**src/rtl/stopwake_pkg.sv**
```systemverilog
package stopwake_pkg;

  typedef enum logic [1:0] {
    SW_RUN  = 2'd0,
    SW_STOP = 2'd1,
    SW_WAKE = 2'd2
  } sw_state_e;

  // Field order matches the write-data bit positions 6..0
  typedef struct packed {
    logic       lvl_high;   // bit 6
    logic       dly_long;   // bit 5
    logic [2:0] src_sel;    // bits 4:2
    logic       xtal_full;  // bit 1
    logic       pre_div;    // bit 0
  } sw_cfg_t;

  localparam int CFG_W = $bits(sw_cfg_t);

  localparam logic [2:0] SRC_NONE   = 3'b000;
  localparam logic [2:0] SRC_P3_B0  = 3'b001;
  localparam logic [2:0] SRC_P3_B1  = 3'b010;
  localparam logic [2:0] SRC_P3_B2  = 3'b011;
  localparam logic [2:0] SRC_P3_B3  = 3'b100;
  localparam logic [2:0] SRC_P2_B7  = 3'b101;
  localparam logic [2:0] SRC_P2_LO  = 3'b110;
  localparam logic [2:0] SRC_P2_ALL = 3'b111;

endpackage

```
**src/rtl/swc_cfg_reg.sv**
```systemverilog
module swc_cfg_reg
  import stopwake_pkg::*;
(
  input  logic             clk,
  input  logic             por_n,
  input  logic             wr_i,
  input  logic [CFG_W-1:0] wdata_i,
  input  logic             wake_i,
  output sw_cfg_t          cfg_o,
  output logic             flag_o
);

  sw_cfg_t cfg_q;
  logic    flag_q;

  always_ff @(posedge clk or negedge por_n) begin
    if (!por_n) begin
      cfg_q  <= '0;
      flag_q <= 1'b0;
    end else begin
      if (wr_i) cfg_q <= sw_cfg_t'(wdata_i);
      if (wake_i) begin
        cfg_q.pre_div <= 1'b0;   // wake always drops the extra prescale
        flag_q        <= 1'b1;
      end
    end
  end

  assign cfg_o  = cfg_q;
  assign flag_o = flag_q;

  assert_flag_sticky_R10: assert property (@(posedge clk) disable iff (!por_n)
    flag_q |=> flag_q);

  assert_prediv_cleared_R11: assert property (@(posedge clk) disable iff (!por_n)
    wake_i |=> !cfg_q.pre_div);

endmodule

```
**src/rtl/swc_wake_detect.sv**
```systemverilog
module swc_wake_detect
  import stopwake_pkg::*;
#(
  parameter int P3_W        = 4,
  parameter int P2_W        = 8,
  parameter int SYNC_STAGES = 2
) (
  input  logic            clk,
  input  logic            por_n,
  input  logic [P3_W-1:0] p3_i,
  input  logic [P2_W-1:0] p2_i,
  input  logic [2:0]      sel_i,
  input  logic            lvl_i,
  output logic            hit_o
);

  localparam int W = P3_W + P2_W;

  logic [SYNC_STAGES-1:0][W-1:0] stage_q;
  logic [W-1:0]    synced;
  logic [P3_W-1:0] p3s;
  logic [P2_W-1:0] p2s;
  logic            src;

  // Whole pin set is synchronized ahead of the mux, so a selector
  // change never feeds an unsynchronized pin to the level compare.
  always_ff @(posedge clk or negedge por_n) begin
    if (!por_n) begin
      stage_q <= '0;
    end else begin
      stage_q[0] <= {p2_i, p3_i};
      for (int i = 1; i < SYNC_STAGES; i++) stage_q[i] <= stage_q[i-1];
    end
  end

  assign synced = stage_q[SYNC_STAGES-1];
  assign p3s    = synced[P3_W-1:0];
  assign p2s    = synced[W-1:P3_W];

  always_comb begin
    unique case (sel_i)
      SRC_P3_B0:  src = p3s[0];
      SRC_P3_B1:  src = p3s[1];
      SRC_P3_B2:  src = p3s[2];
      SRC_P3_B3:  src = p3s[3];
      SRC_P2_B7:  src = p2s[P2_W-1];
      SRC_P2_LO:  src = ~|p2s[3:0];
      SRC_P2_ALL: src = ~|p2s;
      default:    src = 1'b0;
    endcase
  end

  assign hit_o = (sel_i != SRC_NONE) && (src == lvl_i);

endmodule

```
**src/rtl/swc_clk_div.sv**
```systemverilog
module swc_clk_div #(
  parameter int PRE_DIV = 16
) (
  input  logic clk,
  input  logic por_n,
  input  logic run_i,
  input  logic full_i,
  input  logic pre_i,
  output logic en_o
);

  localparam int MAXP = 2 * PRE_DIV;
  localparam int CW   = $clog2(MAXP) + 1;

  logic [CW-1:0] cnt_q;
  logic [CW-1:0] base;
  logic [CW-1:0] period;
  logic [CW-1:0] last;
  logic          hit_last;

  always_comb begin
    base   = full_i ? CW'(1) : CW'(2);
    period = pre_i ? CW'(base * CW'(PRE_DIV)) : base;
    last   = period - CW'(1);
  end

  // >= so a shortened period after a write wraps at once
  assign hit_last = (cnt_q >= last);

  always_ff @(posedge clk or negedge por_n) begin
    if (!por_n)          cnt_q <= '0;
    else if (!run_i)     cnt_q <= '0;
    else if (hit_last)   cnt_q <= '0;
    else                 cnt_q <= cnt_q + CW'(1);
  end

  assign en_o = run_i && hit_last;

  assert_cnt_range_R3: assert property (@(posedge clk) disable iff (!por_n)
    cnt_q < CW'(MAXP));

endmodule

```
**src/rtl/swc_seq.sv**
```systemverilog
module swc_seq
  import stopwake_pkg::*;
#(
  parameter int LONG_DLY  = 64,
  parameter int SHORT_DLY = 2
) (
  input  logic clk,
  input  logic por_n,
  input  logic stop_req_i,
  input  logic ext_rst_i,
  input  logic hit_i,
  input  logic dly_long_i,
  output logic wake_o,
  output logic stopped_o,
  output logic wake_rst_o
);

  localparam int DW = (LONG_DLY > 1) ? $clog2(LONG_DLY) : 1;
  localparam logic [DW-1:0] LONG_LD  = DW'(LONG_DLY - 1);
  localparam logic [DW-1:0] SHORT_LD = DW'(SHORT_DLY - 1);

  sw_state_e     st_q, st_d;
  logic [DW-1:0] dcnt_q;

  always_comb begin
    st_d   = st_q;
    wake_o = 1'b0;
    unique case (st_q)
      SW_RUN:  if (stop_req_i) st_d = SW_STOP;
      SW_STOP: if (ext_rst_i || hit_i) begin
                 st_d   = SW_WAKE;
                 wake_o = 1'b1;
               end
      SW_WAKE: if (dcnt_q == '0) st_d = SW_RUN;
      default: st_d = SW_RUN;
    endcase
  end

  always_ff @(posedge clk or negedge por_n) begin
    if (!por_n) begin
      st_q   <= SW_RUN;
      dcnt_q <= '0;
    end else begin
      st_q <= st_d;
      if (wake_o)                                 dcnt_q <= dly_long_i ? LONG_LD : SHORT_LD;
      else if (st_q == SW_WAKE && dcnt_q != '0)   dcnt_q <= dcnt_q - DW'(1);
    end
  end

  assign stopped_o  = (st_q == SW_STOP);
  assign wake_rst_o = (st_q == SW_WAKE);

  assert_stop_entry_R4: assert property (@(posedge clk) disable iff (!por_n)
    (st_q == SW_RUN && stop_req_i) |=> st_q == SW_STOP);

  assert_ext_exit_R8: assert property (@(posedge clk) disable iff (!por_n)
    (st_q == SW_STOP && ext_rst_i) |=> st_q == SW_WAKE);

  assert_window_hold_R9: assert property (@(posedge clk) disable iff (!por_n)
    (st_q == SW_WAKE && dcnt_q != '0) |=> st_q == SW_WAKE);

  assert_no_restop_R12: assert property (@(posedge clk) disable iff (!por_n)
    (st_q == SW_WAKE) |=> st_q != SW_STOP);

endmodule

```
**src/rtl/stopwake_ctrl.sv**
```systemverilog
module stopwake_ctrl
  import stopwake_pkg::*;
#(
  parameter int P3_W        = 4,
  parameter int P2_W        = 8,
  parameter int SYNC_STAGES = 2,
  parameter int PRE_DIV     = 16,
  parameter int LONG_DLY    = 64,
  parameter int SHORT_DLY   = 2
) (
  input  logic            clk,
  input  logic            por_n,
  input  logic            ext_rst,
  input  logic            stop_req,
  input  logic            cfg_wr,
  input  logic [7:0]      cfg_wdata,
  input  logic [P3_W-1:0] port3_in,
  input  logic [P2_W-1:0] port2_in,
  output logic [7:0]      cfg_rdata,
  output logic            sys_clk_en,
  output logic            in_stop,
  output logic            wake_rst
);

  sw_cfg_t cfg;
  logic    flag;
  logic    wake_pulse;
  logic    hit;

  swc_cfg_reg u_cfg (
    .clk     (clk),
    .por_n   (por_n),
    .wr_i    (cfg_wr),
    .wdata_i (cfg_wdata[CFG_W-1:0]),
    .wake_i  (wake_pulse),
    .cfg_o   (cfg),
    .flag_o  (flag)
  );

  swc_wake_detect #(
    .P3_W        (P3_W),
    .P2_W        (P2_W),
    .SYNC_STAGES (SYNC_STAGES)
  ) u_det (
    .clk   (clk),
    .por_n (por_n),
    .p3_i  (port3_in),
    .p2_i  (port2_in),
    .sel_i (cfg.src_sel),
    .lvl_i (cfg.lvl_high),
    .hit_o (hit)
  );

  swc_seq #(
    .LONG_DLY  (LONG_DLY),
    .SHORT_DLY (SHORT_DLY)
  ) u_seq (
    .clk        (clk),
    .por_n      (por_n),
    .stop_req_i (stop_req),
    .ext_rst_i  (ext_rst),
    .hit_i      (hit),
    .dly_long_i (cfg.dly_long),
    .wake_o     (wake_pulse),
    .stopped_o  (in_stop),
    .wake_rst_o (wake_rst)
  );

  swc_clk_div #(
    .PRE_DIV (PRE_DIV)
  ) u_div (
    .clk    (clk),
    .por_n  (por_n),
    .run_i  (!in_stop),
    .full_i (cfg.xtal_full),
    .pre_i  (cfg.pre_div),
    .en_o   (sys_clk_en)
  );

  assign cfg_rdata = {flag, 7'b0};

  assert_gated_in_stop_R4: assert property (@(posedge clk) disable iff (!por_n)
    in_stop |-> !sys_clk_en);

  assert_state_excl_R4: assert property (@(posedge clk) disable iff (!por_n)
    $onehot0({in_stop, wake_rst}));

  assert_code0_holds_R7: assert property (@(posedge clk) disable iff (!por_n)
    (in_stop && cfg.src_sel == SRC_NONE && !ext_rst) |=> in_stop);

  assert_flag_on_wake_R10: assert property (@(posedge clk) disable iff (!por_n)
    wake_rst |-> cfg_rdata[7]);

endmodule

```
**config.mk**
```make
export PLATFORM = sky130hd
export DESIGN_NAME = stopwake_ctrl
export DESIGN_NICKNAME = d
export VERILOG_FILES = /design/src/rtl/stopwake_pkg.sv /design/src/rtl/swc_cfg_reg.sv /design/src/rtl/swc_wake_detect.sv /design/src/rtl/swc_clk_div.sv /design/src/rtl/swc_seq.sv /design/src/rtl/stopwake_ctrl.sv
export SDC_FILE = /design/constraint.sdc
export NUM_CORES = 1
export LEC_CHECK = 0
export BUFFER_PORTS_ARGS = -buffer_cell sky130_fd_sc_hd__buf_2
export CAP_MARGIN = 20
export CORE_UTILIZATION = 46
export CTS_CLUSTER_DIAMETER = 80
export DETAILED_ROUTE_END_ITERATION = 10
export PLACE_DENSITY = 0.68
export SETUP_SLACK_MARGIN = 0.4
export SLEW_MARGIN = 0
export SYNTH_ARGS = -nofsm -noshare
export SYNTH_HDL_FRONTEND = slang
export SYNTH_HIERARCHICAL = 1
export SYNTH_SLANG_ARGS = --single-unit
```
**constraint.sdc**
```tcl
create_clock -name clk -period 2.65 [get_ports clk]
set_clock_uncertainty 0.1 [all_clocks]
set_input_delay 0.1325 -clock clk [delete_from_list [all_inputs] [get_ports clk]]
set_output_delay 0.1325 -clock clk [all_outputs]
set_load 0.03 [all_outputs]
```
# Word-level counts from Yosys, hierarchy flattened
# Cells that the tools add are included.
# W data, S select, Z words.
totals:
  input_bits: 25
  reg_bits: 46
  word_cells: 60
  out_inout_bits: 11
classes:
  n_addsub: 3
  n_mux: 16
  magnitude_cmp: 1
  eq_ne: 13
  reduce_logical: 16
op_table:
  columns: ["cell", "n"]
  rows:
  - ["$mux W6", 6]
  - ["$eq A3 B3 Y1 const B", 4]
  - ["$sub A6 B1 Y6 const B", 2]
  - ["$mux W2", 4]
  - ["$reduce_or A8 Y1", 1]
  - ["$pmux W1 S7", 1]
  - ["$add A6 B1 Y6 const B", 1]
  - ["$eq A3 B2 Y1 const B", 2]
  - ["$ge A6 B6 Y1", 1]
  - ["$logic_not A6 Y1", 1]
  - ["$pmux W2 S3", 1]
  - ["$reduce_bool A6 Y1", 1]
  - ["$mux W1", 4]
  - ["$ne A2 B1 Y1 const B", 2]
  - ["$reduce_bool A2 Y1", 2]
  - ["$reduce_or A4 Y1", 1]
  - ["$eq A3 B1 Y1 const B", 1]
  - ["$logic_and A1 B1 Y1", 3]
  - ["$logic_not A1 Y1", 3]
  - ["$reduce_and A3 Y1", 1]
  - ["$reduce_bool A3 Y1", 1]
  - ["$eq A2 B1 Y1 const B", 1]
  - ["$eq A2 B2 Y1 const B", 1]
  - ["$logic_not A2 Y1", 1]
  - ["other kinds (3)", 3]

# Logic depth before layout (Yosys ltp)
# Gate-level depths: netlist (run 1).
logic_depth:
  word_depth: 9
  depth_mapped: 8
  depth_no_buf: 8

# Hierarchy
# The synthesis (run 1) kept the hierarchy.
by_module_without_submodules:
  columns: ["module", "n_inst", "seq_area_each_um2", "cells_per_inst", "area_each_um2"]
  rows:
  - ["swc_wake_detect", 1, 600.6, 36, 698.2]
  - ["swc_seq", 1, 200.2, 50, 485.5]
  - ["swc_clk_div", 1, 150.1, 45, 457.9]
  - ["swc_cfg_reg", 1, 200.2, 18, 321.6]
  - ["stopwake_ctrl", 1, 0.0, 10, 67.6]

# Least setup slack after synthesis (run 1)
# Ideal clock, no wire load.
synth_path:
  kind: "register to register"
  start: "register u_cfg.cfg_q (netlist bit u_cfg/cfg_o[2])"
  end: "register u_cfg.flag_q (netlist: u_cfg/flag_o)"
  required_time_ps: 2423
  path_slack_ps: 310
  setup_time_ps: 127
  path_buffers: 0
  stages_incl_launch_ff: 9
  synth_period_minus_slack_ps: 2340
  t_arrival_ps: 2112
  path_cell_list: "dfrtp_1 -> mux2i_1 -> mux2_2 -> o221a_1 -> mux2_4 -> or2_2 -> nand2_1 -> inv_1 -> or2_2"
synth_between:
  elab_chain_len: 7
  elab_cells_between_ends: 14
  classes_between: "eq/ne (8); mux (3); reduce/logical (3)"
synth_rtl:
  columns: ["item", "line", "rtl"]
  rows:
  - ["from (decl)", "swc_cfg_reg.sv:13", "sw_cfg_t cfg_q;"]
  - ["from (signal assigned)", "swc_cfg_reg.sv:21", "if (wr_i) cfg_q <= sw_cfg_t'(wdata_i);"]
  - ["$eq A3 B3 Y1, or another cell as far along", "swc_wake_detect.sv:41", "unique case (sel_i)"]
  - ["$pmux W1 S7", "swc_wake_detect.sv:41", null]
  - ["$eq A1 B1 Y1", "swc_wake_detect.sv:53", "assign hit_o = (sel_i != SRC_NONE) && (src == lvl_i);"]
  - ["$logic_and A1 B1 Y1 *", "swc_wake_detect.sv:53", null]
  - ["net hit", "stopwake_ctrl.sv:28", "logic hit;"]
  - ["$logic_or A1 B1 Y1 *", "swc_seq.sv:30", "SW_STOP: if (ext_rst_i || hit_i) begin"]
  - ["$mux W1 *", "swc_seq.sv:30", null]
  - ["$mux W1 *", "swc_seq.sv:28", "unique case (st_q)"]
  - ["net wake_pulse", "stopwake_ctrl.sv:27", "logic wake_pulse;"]
  - ["to (signal assigned)", "swc_cfg_reg.sv:19", "flag_q <= 1'b0;"]
  - ["to (signal assigned)", "swc_cfg_reg.sv:24", "flag_q <= 1'b1;"]
  - ["to (decl)", "swc_cfg_reg.sv:14", "logic flag_q;"]
# The timed path passes the listed nets; every way through them passes the cells marked *.
# A chain may end at the register's enable or synchronous reset.

# Final worst setup path (run 1)
layout_path:
  start: "register u_cfg.cfg_q (netlist bit u_cfg/cfg_o[0])"
  end: "output port sys_clk_en"
layout_between:
  elab_chain_len: 4
layout_rtl:
  columns: ["item", "line", "rtl"]
  rows:
  - ["$mux W6", "swc_clk_div.sv:23", "period = pre_i ? CW'(base * CW'(PRE_DIV)) : base;"]
  - ["$sub A6 B1 Y6", "swc_clk_div.sv:24", "last = period - CW'(1);"]
  - ["$ge A6 B6 Y1", "swc_clk_div.sv:28", "assign hit_last = (cnt_q >= last);"]
  - ["$logic_and A1 B1 Y1", "swc_clk_div.sv:37", "assign en_o = run_i && hit_last;"]
  - ["to (decl)", "stopwake_ctrl.sv:20", "output logic sys_clk_en,"]
# No other way between the ends.

==> results of run 1 <==
-- area by class of cell --
type	instances	area, µm²	area share
Multi-Input combinational cell	101	898.4	0.3390
Sequential cell	46	1152	0.4348
Timing Repair Buffer	54	406.6	0.1534
Inverter	9	36.28	0.01369
Tap cell	50	62.56	0.02361
Clock buffer	5	68.82	0.02597
Clock inverter	3	25.02	0.009443
-- worst max-delay path, delay by kind of cell (launching register included) --
family | cells | cell delay (ns)
DFF | 1 | 0.42
AOI/OAI and AO/OA | 3 | 0.32
and+or+nand+nor | 2 | 0.41
adders and majority gates | 2 | 0.37
buffers and inverters | 2 | 0.19
-- state kept, by name, indices dropped and copies added (netlist names) --
name,cells
u_seq/dcnt_q,6
u_div/cnt_q,6
u_det/stage_q,12
u_cfg/cfg_o,7
u_det/synced,12
u_seq/st_q,2
u_cfg/flag_o,1
-- power breakdown --
| group | total, mW | internal, mW | switching, mW |
|---|---|---|---|
| clock network | 0.434 | 0.190 | 0.244 |
| registers | 0.963 | 0.826 | 0.136 |
| logic | 0.856 | 0.428 | 0.428 |
| total | 2.25 | 1.44 | 0.808 |
-- placed cells by master (no fill, tap or decap), drive strengths merged, types with 2 or more instances in the layout --
cell type / netlist / routed
dfrtp: 46 / 46
buf: 9 / 34
dlygate4sd3: 0 / 20
nor2: 11 / 11
inv: 9 / 10
ha: 10 / 10
conb: 2 / 8
mux2: 8 / 8
nand2: 6 / 6
clkbuf: 0 / 5
mux2i: 5 / 5
o21ai: 5 / 5
nand2b: 5 / 5
or2: 4 / 4
a21oi: 4 / 4
a31oi: 3 / 3
nand4: 2 / 2
xor2: 2 / 2
xnor2: 2 / 2
nor4b: 2 / 2
or3: 2 / 2
nor3: 2 / 2
o221a: 2 / 2
o21a: 2 / 2
nand3: 2 / 2
or4b: 2 / 2
-- final timing paths --
kind                       slack, ns                         from                          end
min reg2reg                     0.24  u_det/stage_q[11]$_DFF_PN0_   u_det/synced[11]$_DFF_PN0_
max in group asynchronous       1.85                        por_n   u_cfg/cfg_o[2]$_DFFE_PN0P_
min in group asynchronous       0.11                        por_n   u_cfg/cfg_o[1]$_DFFE_PN0P_
max reg2reg                     0.44   u_cfg/cfg_o[2]$_DFFE_PN0P_  u_seq/dcnt_q[3]$_DFFE_PN0P_
min                            0.003                     stop_req    u_seq/st_q[0]$_DFFE_PN0P_
max                             0.40   u_cfg/cfg_o[0]$_DFFE_PN0P_                   sys_clk_en
-- layer usage --
layer,vias to the layer above,track usage,part of all wire
li1,648,-,-
met5,-,0,0
met4,0,0.09375,0.021
met3,8,0.05167,0.045
met1,647,0.1919,0.40
met2,46,0.3333,0.53
-- per-stage QoR --
stage	worst slack (ns)	cell area (µm²)	util	hold WS (ns)
detailed placement	0.2972	2191	0.5324	0.1418
finish	0.3957	2650	0.6440	0.002739
CTS	0.3860	2596	0.6309	0.002542
floorplan	0.4032	2064	-	-0.2631
global placement	0.3094	2191	0.5324	0.1403
global route	0.3037	2650	0.6440	0.009956
-- cells by family after synthesis --
family,after synthesis,share of synthesized area
buffers and inverters,18,0.05176
xor gates and xnor gates,4,0.01726
and+or+nand+nor,45,0.1343
AOI/OAI and AO/OA,21,0.08257
muxes,13,0.08195
DFF,46,0.5668
other,2,0.003698
adders and majority gates,10,0.06161
-- what timing repair did --
action | in CTS | in global routing
hold buffers | 20 | 0
gates resized for setup | 12 | 9
pin swaps | 8 | 7
endpoints found under the hold margin | 65 | 0
gates cloned | 0 | 0
endpoints found under the setup margin | 3 | 5
setup buffers | 6 | 0
==> flow_summary.yaml, run 1 <==
grt:
  grtUsageTotal: 0.1841
  antenna_found_initial: 0
  grt.overflow.total: 0
  grt_pass1_vias: 1438
  grt_max_degree: 47
  grt_pass1_wl_um: 6065
sta:
  period_needed_ns: 2.254
  setup_tns_ns: 0
  rsz0062_at_grt: "yes"
  setup_viol: 0
  max_freq_ghz: 0.4436
  slew_violations: 0
  hold_violations: 0
  fin_crit_sh: 0.8507
critical_path:
  ff2ff_path_depth: 7
  cp-end-kind: "primary output"
  cp_max_fo: 4
  slowest_stage: "dfrtp_1"
  arrival_ns: 2.02
  crit_path_cell_trace: "or2_4 -> ha_4 -> inv_4 -> ha_4 -> a21oi_2 -> o21a_2 -> o21ai_1 -> and2_1 -> buf_6"
  startpoint_type: "flop"
  worstPathRequired_ns: 2.42
  crit_top_cell: "ha_4"
  cpPeakStageDelay_ns: 0.42
  critPathKind: "flop to primary output"
synthesis:
  ys_ff_latch: 46
  synth_cell_types: 45
  netlist_area_mm2: 0.002031
  synth_cells: 159
  ys_seq_area_frac: 0.5669
  yosys_warnings: 6
  synthTopCellsByArea: "dfrtp_1, ha_1, mux2_4"
  yosysMostFrequentCell: "dfrtp_1"
  synth_top_cell_by_area: "dfrtp_1"
  syn_avg_cell_area_um2: 12.77
  yosys-top-cells-count: "dfrtp_1, ha_1, nor2_1"
  async_reset_ff_frac: 1.000
  synth_top_area_share: 0.5669
  ys.flop_type: "dfrtp_1"
  synth_edf_count: 0
drt:
  viasPerCell: 5.034
  first_pass_iters: 4
  drt_iter0_markers: 57
  drc: 0
  post_drt_wl_per_cell_um: 13.79
  vias: 1349
  wirelength_um: 3696
  antenna_left: 0
min_path:
  holdPathStages: 3
  hold_class: "primary input to flop"
floorplan:
  fp.dieArea_mm2: 0.004684
  core_mm2: 0.004115
  dieHeight_um: 68.44
  rows: 23
  start_util: 0.4935
  die-width_um: 68.44
  io_pins: 36
run:
  cap_violations: 0
finish:
  antenna_cells: 0
  final_nets: 252
  syn_to_final_growth_pct: 30.50
  instances_no_fill: 268
  drive_gt1_frac: 0.3532
  nFillCells: 312
placed_design:
  place_congestion: 0.8357
  dp.cells: 233
  io_buffers: 27
  hpwl_um: 2299
pwr:
  p_total_mw: 2.253
  ir_drop_uv: 551.1
  powerDensity_mw_per_mm2: 850.3
  leakage_nw: 1.220
clock_tree:
  cts.sinks: 46
  clkTransAtPathRegs_ns: 0.09
  cts.htree.levels: 2
  numCtsBuffers: 5
  clockBufferDepth: 2
  cts_tree: "yes"
  clk_latency_ns: 0.30
  clockRootBuffer: "clkbuf_8"
outcome:
  outcome: "completed"
(Power assumes the default switching activity.)
==> run 2, diff against run 1 <==
- CORE_UTILIZATION: 46 -> 45
- PLACE_DENSITY: 0.68 -> 0.66
==> run 2 against run 1 <==
Global-route usage decreased by 2.7 points. Hold slack improved by 0.067 ns. Register-to-register slack got worse by 0.02 ns. Die area increased by 2.2%. Routed wire length decreased by 7.4%. Setup slack improved by 0.012 ns. Non-clock buffer count decreased by 1. Design area unchanged. Critical path depth unchanged. Count of clock-buffer cells in the layout increased by 1. Critical path type unchanged.
==> flow_summary.yaml, run 2 (synthesized netlist as in run 1, its figures left out) <==
drt:
  first_pass_iters: 4
  antenna_left: 0
  post_drt_wl_per_cell_um: 12.72
  vias: 1341
  wirelength_um: 3423
  drc: 0
  viasPerCell: 4.985
  drt_iter0_markers: 46
finish:
  final_cell_mix: "dfrtp_1, buf_2, dlygate4sd3_1"
  instances_no_fill: 269
  final_common_cell: "dfrtp_1"
  antenna_cells: 0
  final_nets: 251
  fin_util: 0.6086
  syn_to_final_growth_pct: 30.50
  drive_gt1_frac: 0.3410
  nFillCells: 348
min_path:
  hold_class: "primary input to async pin"
sta:
  period_needed_ns: 2.242
  hold_violations: 0
  slew_violations: 0
  hold_slack_ns: 0.07001
  setup_tns_ns: 0
  rsz0062_at_grt: "yes"
  max_freq_ghz: 0.4461
  setup_slack_ns: 0.4082
  setup_viol: 0
  fin_crit_sh: 0.8460
floorplan:
  rows: 24
  io_pins: 36
  dieHeight_um: 69.18
  start_util: 0.4664
  core_mm2: 0.004354
  fp.dieArea_mm2: 0.004785
  die-width_um: 69.18
clock_tree:
  clockBufferDepth: 2
  cts.sinks: 46
  clk_latency_ns: 0.29
  clkTransAtPathRegs_ns: 0.08
  clockRootBuffer: "clkbuf_8"
  numCtsBuffers: 5
  cts.htree.levels: 2
  cts_tree: "yes"
critical_path:
  startpoint_type: "flop"
  cp_max_fo: 4
  worstPathRequired_ns: 2.42
  arrival_ns: 2.01
  cp-end-kind: "primary output"
  critPathKind: "flop to primary output"
grt:
  grt.overflow.total: 0
  grt_pass1_vias: 1362
  antenna_found_initial: 0
  grt_max_degree: 47
  grtUsageTotal: 0.1569
  grt_pass1_wl_um: 5878
pwr:
  ir_drop_uv: 402.8
  powerDensity_mw_per_mm2: 862.2
  leakage_nw: 1.218
outcome:
  outcome: "completed"
placed_design:
  dp.cells: 235
  place_congestion: 0.7399
  io_buffers: 27
  dp_slack_ns: 0.2632
  hpwl_um: 2254
run:
  cap_violations: 0
-- run 2: worst max-delay path, stage by stage (launching register included) --
cell,delay [ns]
dfrtp_1,0.41
or2_4,0.26
ha_2,0.18
inv_2,0.07
ha_4,0.20
a21oi_2,0.11
o21a_2,0.13
o21ai_0,0.06
and2_1,0.15
buf_6,0.13
-- run 2: layout make-up --
cell class / instances / area (µm²) / area share
Tap cell: 52 / 65.06 / 0.02455
Clock buffer: 6 / 72.57 / 0.02738
Clock inverter: 2 / 37.54 / 0.01416
Multi-Input combinational cell: 101 / 887.1 / 0.3348
Sequential cell: 46 / 1152 / 0.4348
Inverter: 9 / 33.78 / 0.01275
Timing Repair Buffer: 53 / 401.6 / 0.1516
-- run 2: per-stage QoR --
stage	instance area, µm²	total power [mW]
6_report	2650	2.285
3_5_place_dp	2193	1.631
2_1_floorplan	2064	1.472
4_1_cts	2619	2.290
3_3_place_gp	2193	1.594
5_1_grt	2650	2.432
-- run 2: path summary, 6_finish.rpt --
| kind | slack, ns | to | cells after the start | start |
|---|---|---|---|---|
| min reg2reg | 0.25 | u_det/synced[2]$_DFF_PN0_ | 0 | u_det/stage_q[2]$_DFF_PN0_ |
| min in group clk | 0.14 | u_seq/st_q[0]$_DFFE_PN0P_ | 4 | ext_rst |
| max reg2reg | 0.42 | u_seq/dcnt_q[3]$_DFFE_PN0P_ | 7 | u_cfg/cfg_o[2]$_DFFE_PN0P_ |
| min | 0.07 | u_seq/dcnt_q[5]$_DFFE_PN0P_ | 2 | por_n |
| max in group asynchronous | 1.95 | u_cfg/cfg_o[2]$_DFFE_PN0P_ | 3 | por_n |
| max | 0.41 | sys_clk_en | 9 | u_cfg/cfg_o[1]$_DFFE_PN0P_ |
-- run 2: power breakdown --
group / total (mW) / internal (mW) / switching (mW)
registers: 0.960 / 0.827 / 0.134
logic: 0.823 / 0.412 / 0.411
clock network: 0.502 / 0.281 / 0.221
total: 2.28 / 1.52 / 0.766
-- run 2: repair_timing --
item	CTS	global route
pin swaps	7	2
endpoints found under the hold margin	66	0
gates resized for setup	14	4
setup endpoints to repair	3	7
hold buffers	21	0
setup buffers	4	0
-- run 2: per-layer routing --
layer,up-vias,part of all wire,wire [µm],global-route usage
met3,2,0.039,132,0.05378
met4,0,0.0035,12,0.04082
li1,649,-,-,-
met1,654,0.42,1452,0.1799
met2,36,0.53,1825,0.2783
met5,-,0,0,0
